===== src/rtl/pfp_pkg.sv =====
package pfp_pkg;
  localparam int NB_T  = 0;
  localparam int NB_TR = 1;
  localparam int NB_TL = 2;

  function automatic int pfp_min(int a, int b);
    return (a < b) ? a : b;
  endfunction

  function automatic int pfp_max(int a, int b);
    return (a > b) ? a : b;
  endfunction

  // signed median of three
  function automatic int pfp_med3(int a, int b, int c);
    return pfp_max(pfp_min(a, b), pfp_min(pfp_max(a, b), c));
  endfunction

  // choose one component from the usable neighbours
  function automatic int pfp_pick(logic [2:0] use_nb, int t, int tr, int tl);
    case ($countones(use_nb))
      0:       return 0;
      3:       return pfp_med3(t, tr, tl);
      default: return use_nb[NB_T] ? t : (use_nb[NB_TR] ? tr : tl);
    endcase
  endfunction

  function automatic int pfp_clamp(int v, int lo, int hi);
    return (v < lo) ? lo : ((v > hi) ? hi : v);
  endfunction
endpackage


===== src/rtl/pfp_select.sv =====
module pfp_select
  import pfp_pkg::*;
#(
  parameter int MV_W  = 10,
  parameter int COL_W = 3,
  parameter int ROW_W = 3,
  parameter int NCOLS = 8
) (
  input  logic [COL_W-1:0]        col,
  input  logic [ROW_W-1:0]        row,
  input  logic [2:0]              avail,
  input  logic [5:0][MV_W-1:0]    mvs,     // index = neighbour*2 + component
  output logic [2:0]              use_nb,
  output logic [1:0][MV_W-1:0]    sel
);
  localparam int LAST_COL = NCOLS - 1;

  always_comb begin
    use_nb = avail;
    if (row == '0) use_nb = 3'b000;
    if (col == '0) use_nb[NB_TL] = 1'b0;
    if (int'(col) == LAST_COL) use_nb[NB_TR] = 1'b0;
  end

  for (genvar c = 0; c < 2; c++) begin : g_comp
    always_comb begin
      sel[c] = MV_W'(pfp_pick(use_nb,
                              int'($signed(mvs[NB_T*2 + c])),
                              int'($signed(mvs[NB_TR*2 + c])),
                              int'($signed(mvs[NB_TL*2 + c]))));
    end
  end
endmodule


===== src/rtl/pfp_win_axis.sv =====
module pfp_win_axis
  import pfp_pkg::*;
#(
  parameter int IDX_W = 3,
  parameter int NBLK  = 8,
  parameter int LCU   = 64,
  parameter int RANGE = 64,
  parameter int MV_W  = 10,
  parameter int OUT_W = 9
) (
  input  logic [IDX_W-1:0] blk,
  input  logic [MV_W-1:0]  center,
  output logic [OUT_W-1:0] corner
);
  localparam int WIN  = LCU + 2 * RANGE;
  localparam int HI   = NBLK * LCU - WIN;

  int raw;
  always_comb begin
    raw    = int'(blk) * LCU + int'($signed(center)) - RANGE;
    corner = OUT_W'(pfp_clamp(raw, 0, HI));
  end
endmodule


===== src/rtl/pfp_top.sv =====
module pfp_top
  import pfp_pkg::*;
#(
  parameter int MV_W  = 10,
  parameter int NCOLS = 8,
  parameter int NROWS = 6,
  parameter int LCU   = 64,
  parameter int RANGE = 64,
  parameter int COL_W = $clog2(NCOLS),
  parameter int ROW_W = $clog2(NROWS),
  parameter int XW    = $clog2(NCOLS * LCU),
  parameter int YW    = $clog2(NROWS * LCU)
) (
  input  logic                    clk,
  input  logic                    rst_n,
  input  logic                    tr_done,
  input  logic [COL_W-1:0]        cur_col,
  input  logic [ROW_W-1:0]        cur_row,
  input  logic [2:0]              nbr_avail,
  input  logic signed [MV_W-1:0]  t_mvx,
  input  logic signed [MV_W-1:0]  t_mvy,
  input  logic signed [MV_W-1:0]  tr_mvx,
  input  logic signed [MV_W-1:0]  tr_mvy,
  input  logic signed [MV_W-1:0]  tl_mvx,
  input  logic signed [MV_W-1:0]  tl_mvy,
  input  logic                    req_ready,
  output logic                    req_valid,
  output logic [XW-1:0]           req_x,
  output logic [YW-1:0]           req_y,
  output logic signed [MV_W-1:0]  ctr_x,
  output logic signed [MV_W-1:0]  ctr_y
);
  localparam int X_MAX = NCOLS * LCU - (LCU + 2 * RANGE);
  localparam int Y_MAX = NROWS * LCU - (LCU + 2 * RANGE);

  logic [5:0][MV_W-1:0] mvs;
  logic [2:0]           use_nb;
  logic [1:0][MV_W-1:0] sel;
  logic [XW-1:0]        win_x;
  logic [YW-1:0]        win_y;
  logic                 accept;

  assign mvs = {tl_mvy, tl_mvx, tr_mvy, tr_mvx, t_mvy, t_mvx};
  assign accept = tr_done && (!req_valid || req_ready);

  pfp_select #(.MV_W(MV_W), .COL_W(COL_W), .ROW_W(ROW_W), .NCOLS(NCOLS)) u_sel (
    .col(cur_col), .row(cur_row), .avail(nbr_avail), .mvs(mvs),
    .use_nb(use_nb), .sel(sel)
  );

  pfp_win_axis #(.IDX_W(COL_W), .NBLK(NCOLS), .LCU(LCU), .RANGE(RANGE),
                 .MV_W(MV_W), .OUT_W(XW)) u_wx (
    .blk(cur_col), .center(sel[0]), .corner(win_x)
  );

  pfp_win_axis #(.IDX_W(ROW_W), .NBLK(NROWS), .LCU(LCU), .RANGE(RANGE),
                 .MV_W(MV_W), .OUT_W(YW)) u_wy (
    .blk(cur_row), .center(sel[1]), .corner(win_y)
  );

  always_ff @(posedge clk or negedge rst_n) begin
    if (!rst_n) begin
      req_valid <= 1'b0;
      req_x     <= '0;
      req_y     <= '0;
      ctr_x     <= '0;
      ctr_y     <= '0;
    end else if (accept) begin
      req_valid <= 1'b1;
      req_x     <= win_x;
      req_y     <= win_y;
      ctr_x     <= sel[0];
      ctr_y     <= sel[1];
    end else if (req_ready) begin
      req_valid <= 1'b0;
    end
  end


  p_reset_idle_r10: assert property (@(posedge clk) !rst_n |=> !req_valid);

  p_issue_r6: assert property (@(posedge clk) disable iff (!rst_n)
    tr_done && (!req_valid || req_ready) |=> req_valid);

  p_hold_r7: assert property (@(posedge clk) disable iff (!rst_n)
    req_valid && !req_ready |=> req_valid && $stable(req_x) && $stable(req_y)
                                && $stable(ctr_x) && $stable(ctr_y));

  p_drop_r7: assert property (@(posedge clk) disable iff (!rst_n)
    req_valid && req_ready && !tr_done |=> !req_valid);

  p_none_zero_r1: assert property (@(posedge clk) disable iff (!rst_n)
    accept && use_nb == 3'b000 |=> ctr_x == '0 && ctr_y == '0);

  p_row0_masked_r5: assert property (@(posedge clk) disable iff (!rst_n)
    accept && cur_row == '0 |=> ctr_x == '0 && ctr_y == '0);

  p_in_frame_r9: assert property (@(posedge clk) disable iff (!rst_n)
    req_valid |-> int'(req_x) <= X_MAX && int'(req_y) <= Y_MAX);
endmodule


===== config.mk =====
export PLATFORM = sky130hd
export DESIGN_NAME = pfp_top
export DESIGN_NICKNAME = d
export VERILOG_FILES = /design/src/rtl/pfp_pkg.sv /design/src/rtl/pfp_select.sv /design/src/rtl/pfp_win_axis.sv /design/src/rtl/pfp_top.sv
export SDC_FILE = /design/constraint.sdc
export NUM_CORES = 1
export LEC_CHECK = 0
export ABC_AREA = 1
export BUFFER_PORTS_ARGS = -buffer_cell sky130_fd_sc_hd__buf_4
export CAP_MARGIN = 20
export CORE_ASPECT_RATIO = 0.7
export CORE_UTILIZATION = 40
export CTS_BUF_LIST = sky130_fd_sc_hd__clkbuf_16
export DETAILED_ROUTE_END_ITERATION = 10
export GPL_TIMING_DRIVEN = 0
export PLACE_DENSITY = 0.67
export SLEW_MARGIN = 0
export SYNTH_ARGS = -nofsm -noshare
export SYNTH_HDL_FRONTEND = slang
export SYNTH_SLANG_ARGS = --single-unit

===== constraint.sdc =====
create_clock -name clk -period 1.77 [get_ports clk]
set_input_delay 0.0885 -clock clk [delete_from_list [all_inputs] [get_ports clk]]
set_output_delay 0.0885 -clock clk [all_outputs]
set_load 0.01 [all_outputs]

==> run summary <==
The count of cells in the finished layout, fillers not included, comes to 1,197. The relative max-transition margin came out at 56.84%. By area the synthesized netlist is led by dfrtp_1 (18%), ha_1 (17%), nand2_1 (17%). The H-tree was split into 2 levels. Measured along the x axis, the die boundary spans 140.4 microns. For the finished layout, the period the worst path requires is 6.211 ns.

The share of synthesized area in the top cell type comes to 18.20%. For this run, design rule violations remaining after detail routing come to 0. The share of final-layout standard cells stronger than drive strength 1 was 43.77%. The cell area that synthesis handed to floorplanning was 5363 sq um.

Dividing the detail-routed wire length by the instance count gives 15.89 microns. On the final layout, the worst clock skew is 0.003387 ns. For this run, the slowest stage of the critical path takes 0.56 ns. The number of antenna diodes in the final layout is 0. For this block, the via count after detailed routing is 6,406.

The power consumption is 8.382 mW, and the area growth from synthesis to final layout is 61.01%. The total instance count after detailed placement was 1,116; the maximum operating frequency was 161.0 MHz. The via count of the first global-routing pass was 5,920. STA puts the critical path data required time at 1.93 ns.

The final reports fail on negative setup slack. The sort of element at the start of the critical path is an input port. After layout, the worst path uses 350.9% of the clock period. Input and output buffers added on the ports amount to 111. The first TritonRoute pass finished after 5 iterations. The floorplan step defined a die boundary enclosing 13,880 sq um. TritonCTS built the clock tree. In the routed layout, each cell is associated on average with a via count of 5.352. The cell sitting at the root of the clock tree is a clkbuf_16. The tools report the pin count of the biggest net entering global routing as 40. The vertical extent of the die is 98.88 microns, and the number of max-slew violations in the final report is 0.

The warning count from the yosys run is 0. The logs give 566 for the detailed router's first-iteration violation count and 13,990 microns for the detailed-placement wirelength estimate. The run finished, with violations left. The run gives 12,760 sq um as the area of the core. At the end of the flow, the number of nets in the layout was 1,187. For the latest clock arrival within the worst-skew pair, the log shows 0.28 ns. Summed over all cells, the static leakage comes to 4.369 nW.

The post-synthesis average cell area works out to 6.361 sq um. Setup repair after global routing could not meet its margin everywhere. The largest total area in the synthesized netlist belongs to dfrtp_1.

The number of top-level design ports was 112; the total congestion overflow after global routing was 0. The wire length of the first global-routing pass is 29,500 microns, and the max-capacitance violation count is 0. Counting every net in the synthesized netlist gives 996.

The tools report the reg-to-reg setup timing slack as 0.11 ns. The worst-case IR drop observed on VDD is 429.9 uV. CTS saw 39 sinks.

Routability-driven placement finished with a final weighted congestion of 0.8718. The synthesized design contains 39 register bits. In this run, synthesis inferred 0 flip-flops with an integrated enable. Clock-pin slew was measured on the worst setup and hold paths at 0.05 ns. The power density over the cells is 970.8 nW/um^2. Sequential elements use 18.20% of the synthesized area. STA classifies the critical path endpoint as a flop.

The number of buffers on the longest clock path was 2. For this configuration, the core starts out at a cell density of 42.02%. The post-route antenna net violation count was 0. The actual transition at the worst max-transition pin came out at 0.6407 ns. Measured on the finished design, the core utilization comes to 67.66%. Setup violations remaining at the end of the flow were counted as 37. Worst setup margin: -4.441 ns. The data arrival time of the critical path is 6.37 ns. In this run the worst hold path is classified as input port to flop. The initial antenna violation count came out at 0.

Buffers inserted during clock tree synthesis total 5. The tools report the number of failing hold endpoints at the final stage as 0. For this design, the slowest cell found on the critical path is fa_2.

Global-route usage over all layers: 26.73%. The total length of routed wires was 19,020 microns; the number of rows created at floorplan was 34. After synthesis, the netlist uses 39 different library cells. The cell count after synthesis came out at 843. By startpoint and endpoint, the worst setup path is classified as input port to flop.

The largest driver fanout on the critical path was 5. The most frequently used flop master after synthesis is dfrtp_1. Counting flops with an async set or reset pin after synthesis yields a share of 100.0%.
worst paths after layout:
kind,depth (start not counted),end,start
setup / recovery,48,req_y[6]$_DFFE_PN0P_,tr_mvy[7]
hold / removal,4,req_valid$_DFFE_PN0P_,req_ready
setup reg to reg,5,ctr_y[9]$_DFFE_PN0P_,req_valid$_DFFE_PN0P_
hold reg to reg,2,req_x[8]$_DFFE_PN0P_,req_x[8]$_DFFE_PN0P_
max in group asynchronous,2,ctr_y[3]$_DFFE_PN0P_,rst_n
min in group asynchronous,2,ctr_y[8]$_DFFE_PN0P_,rst_n
cells in the mapped netlist, types with 6 or more instances:
library cell / count
nand2_1: 243
inv_1: 132
ha_1: 75
o21ai_0: 74
nor2_1: 61
nand3_1: 41
dfrtp_1: 39
a21oi_1: 26
clkbuf_1: 22
o211ai_1: 13
nand2_2: 11
and2_1: 10
nor3_1: 10
nand2_4: 9
nand3_2: 8
o21ai_1: 7
nand4_1: 6
per-layer routing:
metal / routed length (microns) / GRT usage, % / vias up / part of all wire (%)
met1: 8954 / 39.26 / 2953 / 47
met5: 0 / 0 / - / 0
met3: 1681 / 4.519 / 30 / 8.8
li1: - / - / 3133 / -
met2: 8096 / 40.65 / 290 / 43
met4: 289 / 5.748 / 0 / 1.5
state kept, by name, indices dropped and copies added, names as in the netlist:
register / flops
ctr_y: 10
req_y: 9
ctr_x: 10
req_valid: 1
req_x: 9
power by group:
part / internal, mW / switching (mW) / leakage, nW
sequential: 1.15 / 0.177 / 0.505
clock: 0.508 / 0.328 / 0.0762
combinational: 2.82 / 3.40 / 3.79
metrics by stage:
stage               hold WS (ns)  setup TNS, ns  setup WS, ns  cell area (sq um)
global route              0.1116        -138.06        -4.775               8635
detailed placement       0.08278        -155.06        -5.331               6854
CTS                      0.06691        -124.85        -4.374               7970
floorplan                -0.2071        -117.88        -4.249               5818
finish                   0.06522        -128.08        -4.441               8635
global placement         0.08192        -152.70        -5.251               6854
cells in the final DEF, fill, tap and decap left out, drive strengths merged, types with 7 or more instances in the layout:
cell type / Yosys / routed
o211ai: 13 / 13
clkbuf: 22 / 27
o21ai: 84 / 84
and2: 10 / 10
nor3: 10 / 10
a21oi: 30 / 30
inv: 132 / 134
nand4: 7 / 7
ha: 75 / 75
buf: 7 / 188
nand3: 49 / 49
nand2: 263 / 265
nor2: 68 / 68
dfrtp: 39 / 39
critical path: cells and delay by family:
kind | cells | cell delay, ns
adders and majority gates | 7 | 2.00
AOI/OAI and AO/OA | 11 | 1.69
and+or+nand+nor | 20 | 1.61
buffers and inverters | 9 | 0.79
xor gates and xnor gates | 1 | 0.20
cell families (layout without fill, tap and decap cells):
logic type | Yosys count | count (layout) | synth area share (%)
buffers and inverters | 163 | 353 | 11.76
adder cells (fa/ha/maj) | 80 | 80 | 19.37
AO/OA/AOI/OAI | 150 | 150 | 16.36
AND/OR/NAND/NOR | 410 | 412 | 34.16
XOR/XNOR | 1 | 1 | 0.1634
flip-flops | 39 | 39 | 18.20
area by class of cell:
type	instances	area [sq um]
plain buffers	27	178.9
clock buffers	5	125.1
clock inverters	3	12.51
fillers	1055	4128
inverters	134	566.8
multi-input cells	643	4996
flip-flops and latches	39	975.9
well taps	162	202.7
repair buffers	184	1577
timing repair:
item                                   in CTS  in global routing
endpoints found under the hold margin      39                  0
cloned                                      4                  0
hold buffers                                1                  0
gates resized for setup                   143                120
pin swaps                                  78                 61
setup endpoints to repair                  37                 37
buffers inserted                           45                 25
(Power assumes the default switching activity.)
